**config.mk**
```make
export PLATFORM = sky130hd
export DESIGN_NAME = hitseq_channel
export DESIGN_NICKNAME = d
export VERILOG_FILES = /design/src/rtl/hitseq_pkg.sv /design/src/rtl/hitseq_trig.sv /design/src/rtl/hitseq_fsm.sv /design/src/rtl/hitseq_flags.sv /design/src/rtl/hitseq_channel.sv
export SDC_FILE = /design/constraint.sdc
export NUM_CORES = 1
export LEC_CHECK = 0
export ABC_CLOCK_PERIOD_IN_PS = 1940
export BUFFER_PORTS_ARGS = -buffer_cell sky130_fd_sc_hd__buf_4
export CAP_MARGIN = 0
export CORE_MARGIN = 4
export CORE_UTILIZATION = 40
export DETAILED_ROUTE_END_ITERATION = 8
export GPL_TIMING_DRIVEN = 0
export PLACE_DENSITY_LB_ADDON = 0.05
export SLEW_MARGIN = 30
export SYNTH_ARGS = -nofsm -noshare
export SYNTH_HDL_FRONTEND = slang
export SYNTH_SLANG_ARGS = --single-unit
```
**constraint.sdc**
```tcl
create_clock -name clk_i -period 1.94 [get_ports clk_i]
set_input_delay 0 -clock clk_i [delete_from_list [all_inputs] [get_ports clk_i]]
set_output_delay 0 -clock clk_i [all_outputs]
set_load 0.01 [all_outputs]
```
**src/rtl/hitseq_pkg.sv**
```systemverilog
package hitseq_pkg;

    typedef enum logic [1:0] {
        SEQ_IDLE = 2'd0,
        SEQ_WAIT = 2'd1,
        SEQ_SAMP = 2'd2,
        SEQ_RST  = 2'd3
    } seq_state_e;

    localparam int unsigned PRE_HOLD_CYC = 2;
    localparam int unsigned SHA_HOLD_CYC = 3;
    localparam int unsigned PH_BASE_CYC  = 4;
    localparam int unsigned MIN_SAMP_DLY = 2;

endpackage

```
**src/rtl/hitseq_trig.sv**
```systemverilog
module hitseq_trig #(
    parameter int unsigned LEN_W = 4
) (
    input  logic             clk_i,
    input  logic             rst_ni,
    input  logic             tmg_i,
    input  logic [LEN_W-1:0] len_i,
    output logic             trig_o
);

    typedef struct packed {
        logic             armed;
        logic [LEN_W-1:0] cnt;
    } trig_t;

    trig_t            trg_d, trg_q;
    logic [LEN_W-1:0] len_eff;

    always_comb begin
        len_eff = (len_i == '0) ? LEN_W'(1) : len_i;
        trg_d   = trg_q;
        if (trg_q.armed && tmg_i) begin
            trg_d.armed = 1'b0;
            trg_d.cnt   = len_eff;
        end else begin
            if (trg_q.cnt != '0) begin
                trg_d.cnt = trg_q.cnt - LEN_W'(1);
            end
            if (!trg_q.armed && (trg_q.cnt == '0) && !tmg_i) begin
                trg_d.armed = 1'b1;
            end
        end
    end

    always_ff @(posedge clk_i or negedge rst_ni) begin
        if (!rst_ni) begin
            trg_q <= '{armed: 1'b1, cnt: '0};
        end else begin
            trg_q <= trg_d;
        end
    end

    // rising edge passes straight from the comparator; falling edge comes from the counter
    assign trig_o = (trg_q.armed & tmg_i) | (trg_q.cnt != '0);

endmodule

```
**src/rtl/hitseq_fsm.sv**
```systemverilog
module hitseq_fsm
    import hitseq_pkg::*;
#(
    parameter int unsigned DLY_W = 4,
    parameter int unsigned EXT_W = 4
) (
    input  logic             clk_i,
    input  logic             rst_ni,
    input  logic             nrg_i,
    input  logic [DLY_W-1:0] samp_dly_i,
    input  logic [EXT_W-1:0] rst_ext_i,
    output logic             sample_o,
    output logic             in_rst_o,
    output logic             pre_rst_o,
    output logic             sha_rst_o,
    output logic             ph_rst_o
);

    localparam int unsigned CNT_W = ((DLY_W > EXT_W) ? DLY_W : EXT_W) + 2;

    typedef struct packed {
        seq_state_e       st;
        logic [CNT_W-1:0] cnt;
    } seq_t;

    seq_t             seq_d, seq_q;
    logic [CNT_W-1:0] dly_eff;
    logic [CNT_W-1:0] ph_len;

    always_comb begin
        dly_eff = (CNT_W'(samp_dly_i) < CNT_W'(MIN_SAMP_DLY))
                ? CNT_W'(MIN_SAMP_DLY) : CNT_W'(samp_dly_i);
        ph_len  = CNT_W'(PH_BASE_CYC) + CNT_W'(rst_ext_i);
        seq_d   = seq_q;
        unique case (seq_q.st)
            SEQ_IDLE: begin
                if (nrg_i) begin
                    seq_d.st  = SEQ_WAIT;
                    seq_d.cnt = dly_eff;
                end
            end
            SEQ_WAIT: begin
                if (seq_q.cnt == CNT_W'(1)) begin
                    seq_d.st  = SEQ_SAMP;
                    seq_d.cnt = '0;
                end else begin
                    seq_d.cnt = seq_q.cnt - CNT_W'(1);
                end
            end
            SEQ_SAMP: begin
                seq_d.st  = SEQ_RST;
                seq_d.cnt = '0;
            end
            SEQ_RST: begin
                if (seq_q.cnt == ph_len - CNT_W'(1)) begin
                    seq_d.st  = SEQ_IDLE;
                    seq_d.cnt = '0;
                end else begin
                    seq_d.cnt = seq_q.cnt + CNT_W'(1);
                end
            end
            default: seq_d = '{st: SEQ_IDLE, cnt: '0};
        endcase
    end

    always_ff @(posedge clk_i or negedge rst_ni) begin
        if (!rst_ni) begin
            seq_q <= '{st: SEQ_IDLE, cnt: '0};
        end else begin
            seq_q <= seq_d;
        end
    end

    assign sample_o  = (seq_q.st == SEQ_SAMP);
    assign in_rst_o  = (seq_q.st == SEQ_RST);
    assign pre_rst_o = in_rst_o && (seq_q.cnt < CNT_W'(PRE_HOLD_CYC));
    assign sha_rst_o = in_rst_o && (seq_q.cnt < CNT_W'(SHA_HOLD_CYC));
    assign ph_rst_o  = in_rst_o;

endmodule

```
**src/rtl/hitseq_flags.sv**
```systemverilog
module hitseq_flags (
    input  logic clk_i,
    input  logic rst_ni,
    input  logic tmg_i,
    input  logic valid_i,
    input  logic save_i,
    input  logic in_rst_i,
    input  logic rd_done_i,
    output logic hit_o,
    output logic ts_valid_o
);

    typedef struct packed {
        logic hit;
        logic ts;
    } flag_t;

    flag_t flg_d, flg_q;

    always_comb begin
        flg_d.hit = (save_i & valid_i) | (flg_q.hit & ~rd_done_i);
        if (save_i || in_rst_i) begin
            flg_d.ts = 1'b0;
        end else begin
            flg_d.ts = flg_q.ts | tmg_i;
        end
    end

    always_ff @(posedge clk_i or negedge rst_ni) begin
        if (!rst_ni) begin
            flg_q <= '0;
        end else begin
            flg_q <= flg_d;
        end
    end

    assign hit_o      = flg_q.hit;
    assign ts_valid_o = flg_q.ts;

endmodule

```
**src/rtl/hitseq_channel.sv**
```systemverilog
module hitseq_channel #(
    parameter int unsigned DLY_W = 4,
    parameter int unsigned EXT_W = 4,
    parameter int unsigned LEN_W = 4
) (
    input  logic             clk_i,
    input  logic             rst_ni,
    input  logic             tmg_cmp_i,
    input  logic             nrg_cmp_i,
    input  logic             valid_i,
    input  logic [DLY_W-1:0] samp_dly_i,
    input  logic [EXT_W-1:0] rst_ext_i,
    input  logic [LEN_W-1:0] trig_len_i,
    input  logic             rd_done_i,
    output logic             sample_o,
    output logic             pre_rst_o,
    output logic             sha_rst_o,
    output logic             ph_rst_o,
    output logic             trig_o,
    output logic             hit_o,
    output logic             ts_valid_o
);

    logic sample_w;
    logic in_rst_w;

    hitseq_fsm #(
        .DLY_W (DLY_W),
        .EXT_W (EXT_W)
    ) u_fsm (
        .clk_i      (clk_i),
        .rst_ni     (rst_ni),
        .nrg_i      (nrg_cmp_i),
        .samp_dly_i (samp_dly_i),
        .rst_ext_i  (rst_ext_i),
        .sample_o   (sample_w),
        .in_rst_o   (in_rst_w),
        .pre_rst_o  (pre_rst_o),
        .sha_rst_o  (sha_rst_o),
        .ph_rst_o   (ph_rst_o)
    );

    hitseq_flags u_flags (
        .clk_i      (clk_i),
        .rst_ni     (rst_ni),
        .tmg_i      (tmg_cmp_i),
        .valid_i    (valid_i),
        .save_i     (sample_w),
        .in_rst_i   (in_rst_w),
        .rd_done_i  (rd_done_i),
        .hit_o      (hit_o),
        .ts_valid_o (ts_valid_o)
    );

    hitseq_trig #(
        .LEN_W (LEN_W)
    ) u_trig (
        .clk_i  (clk_i),
        .rst_ni (rst_ni),
        .tmg_i  (tmg_cmp_i),
        .len_i  (trig_len_i),
        .trig_o (trig_o)
    );

    assign sample_o = sample_w;

endmodule

```
==> results_dict.tcl <==
set metrics [dict create \
    core_area_mm2 0.003078 \
    startpoint_type "flop" \
    start_util 0.4240 \
    slew_viol_final 0 \
    syn-cell-area_mm2 0.001305 \
    fillers 302 \
    clkSinkCount 15 \
    syn_nets 183 \
    hold_start "samp_dly_i[1]" \
    grt_pass1_vias 1265 \
    cp.required_ns 2.13 \
    detail-route-antenna-nets 0 \
    dp_hpwl_mm 2.343 \
    regToRegEndpoint "u_fsm.seq_q[7]" \
    fin_crit_ns 1.939 \
    ff_latch_area_um2 380.4 \
    relSlewSlack 0.7312 \
    die-area_mm2 0.004241 \
    drt_pre_antenna_iters 4 \
    ir_drop_mv 0.6669 \
    h-tree-depth 1 \
    hold_class "in -> reg" \
    cts_buffer_depth 2 \
    status "finished, final reports clean" \
    synth_fa_ha_area_frac 0.1438 \
    worst_path_max_delay_cell "dfrtp_2" \
    syn_inst 150 \
    place_inst 218 \
    antenna_found_initial 0 \
    io_buffer_count 24 \
    final_cell_area_mm2 0.001775 \
    hold_viol_final 0 \
    place_area_mm2 0.001540 \
    cts.clk_slew.worst_paths_ns 0.10 \
    antenna_cells 0 \
    viasPerCell 5.360 \
    area_growth_pct 36.05 \
    ys.flop_type "dfrtp_1" \
    crit_type "reg -> reg" \
    ys_ff_latch 15 \
    cts_root_buffer "clkbuf_4" \
    drt_wl_total_mm 3.332 \
    cts_buffers 3 \
    muxShareOfSynthArea 0.05177 \
    min_path_cells 4 \
    layout.cells.non_filler 239 \
    min_to "u_fsm.seq_q[1]" \
    yosysWarnings 0 \
    worst_slack_ns 0.001247 \
    max_slew.worst_pin.slew_ns 0.4003 \
    r2r_cells 6 \
    grt_max_degree 16 \
    pre_cts_ws_ns -0.1964 \
    worstPathArrival_ns 2.13 \
    drt_iter0_drc 34 \
    yosysTopAreaCellShare 0.2685 \
    die_w_um 65.12 \
    synth.top_cells.by_count "17 x nor2_1, 15 x ha_1, 14 x dfrtp_1, 13 x inv_1, 9 x o21ai_0" \
    clock_latency_ns 0.29 \
    max-cap-violations 0 \
    p_per_area_mw_per_mm2 1434 \
    synth.most_common_cell "nor2_1" \
    rsz0062_at_grt "yes" \
    clock_skew_ns 0.002830 \
    ios 25 \
    synthSimpleGateAreaFrac 0.1889 \
    synth_top_cell_by_area "dfrtp_1" \
    synth_edf_count 0 \
    timing.rr.start "u_fsm.seq_q[0]" \
    layout.nets 229 \
    ys_seq_area_frac 0.2886 \
    cp_slowest_stage_delay_ns 0.47 \
    cp_max_fo 7 \
    cp-end-kind "flop" \
    period_share 0.9994 \
    synth_xor_area_frac 0.08629 \
    grt_use_total 0.1650 \
    synthDistinctLibCells 44 \
    fmax_ghz 0.5158 \
    multi_input_area_um2 878.3 \
    synthArstFlopShare 1.000 \
    synth_top_family_by_area "simple AND/OR/NAND/NOR gates" \
    synth_top_cells_by_area "dfrtp_1 27%, ha_1 14%, nor2_1 4.9%" \
    vias 1281 \
    grt_overflow 0 \
    gp_congestion 0.8966 \
    rows 20 \
    cts_tree "yes" \
    remaining_drc_errors 0 \
    avgSynthCellArea_um2 8.700 \
    p_leak_nw 0.8396 \
    setup_violations 0 \
    die_h_um 65.12 \
    drive_gt1_frac 0.3026 \
    grt_pass1_wl_mm 5.582 \
    synth-compound-area-share 0.1764 \
    rrSetupSlack_ns 0.001 \
    path_cells "xor2_1 > o211ai_1 > a2111o_1 > o21ai_4 > nand3_2 > mux2_4" \
    wire_per_inst_um 13.94 \
]
==> cell families (layout without fill, tap and decap cells) <==
group	count (synthesis)	count (layout)
adders and majority gates	15	15
muxes	6	6
AOI/OAI and AO/OA	33	33
buffers and inverters	20	65
and+or+nand+nor	49	49
xor gates and xnor gates	12	12
DFF	15	15
==> placed cells by master (no fill, tap or decap), drive strengths merged, types with 7 or more instances in the layout <==
cell,count
buf,37
nor2,17
ha,15
dfrtp,14
inv,13
o21ai,10
dlygate4sd3,9
nand2,8
nor3,8
xnor2,7
==> per-layer routing <==
layer  routed length (um)  vias to the layer above  GRT usage
met5                    0                        -          0
met4                   41                        0    0.04404
met3                  172                        7    0.04103
met2                 1719                       49     0.2835
met1                 1399                      610     0.2060
li1                     -                      615          -
==> worst max-delay path by stage <==
stage / start / to / slack (ns) / cells past startpoint
after floorplan: u_fsm.seq_q[3] / u_fsm.seq_q[7] / 0.04 / 7
after global placement: rst_ext_i[2] / u_fsm.seq_q[7] / -0.17 / 9
after detailed placement: u_fsm.seq_q[0] / u_fsm.seq_q[7] / -0.20 / 6
after CTS: u_fsm.seq_q[2] / u_fsm.seq_q[7] / 0.002 / 6
after global routing: u_fsm.seq_q[0] / u_fsm.seq_q[7] / -0.08 / 6
final: u_fsm.seq_q[0] / u_fsm.seq_q[7] / 0.001 / 6
==> area by class of cell <==
class,instances,area share
sequential,15,0.2142
buffer,4,0.01832
multi-input combinational,115,0.4947
clock inverter,1,0.002819
inverter,13,0.02748
tap,44,0.03101
timing repair buffer,44,0.1987
clock buffer,3,0.01269
==> critical path: cells and delay by family (launching register included) <==
kind                      cells  cell delay, ns
muxes                         1            0.31
xor gates and xnor gates      1            0.16
AOI/OAI and AO/OA             3            0.77
DFF                           1            0.47
and+or+nand+nor               1            0.12
==> sequential cells by signal, indices dropped and copies added, names as in the netlist <==
name,cells
u_flags.hit_o,1
u_flags.ts_valid_o,1
u_trig.trg_q,5
u_fsm.seq_q,8
==> power by group <==
group	internal (mW)	total (mW)	switching (mW)
Clock	0.0767	0.189	0.113
Sequential	0.476	0.634	0.158
Combinational	0.871	1.72	0.852
Total	1.42	2.55	1.12
==> timing repair <==
| item | 4_1_cts | 5_1_grt |
|---|---|---|
| pin swaps | 3 | 2 |
| hold endpoints to repair | 23 | 0 |
| cloned | 0 | 0 |
| gates resized for setup | 7 | 12 |
| setup endpoints to repair | 7 | 11 |
| hold buffers | 9 | 0 |
| setup buffers | 3 | 8 |
==> per-stage QoR <==
step             util  power [mW]  hold WS (ns)  setup TNS, ns
3_3_place_gp   0.5004       2.040       -0.1235        -0.6002
3_5_place_dp   0.5004       2.073       -0.1234        -0.6977
4_1_cts        0.5496       2.378       0.05806              0
2_1_floorplan       -       1.659       -0.2956              0
5_1_grt        0.5768       2.792       0.06602        -0.3732
6_report       0.5768       2.546       0.06557              0
(Power assumes the default switching activity.)
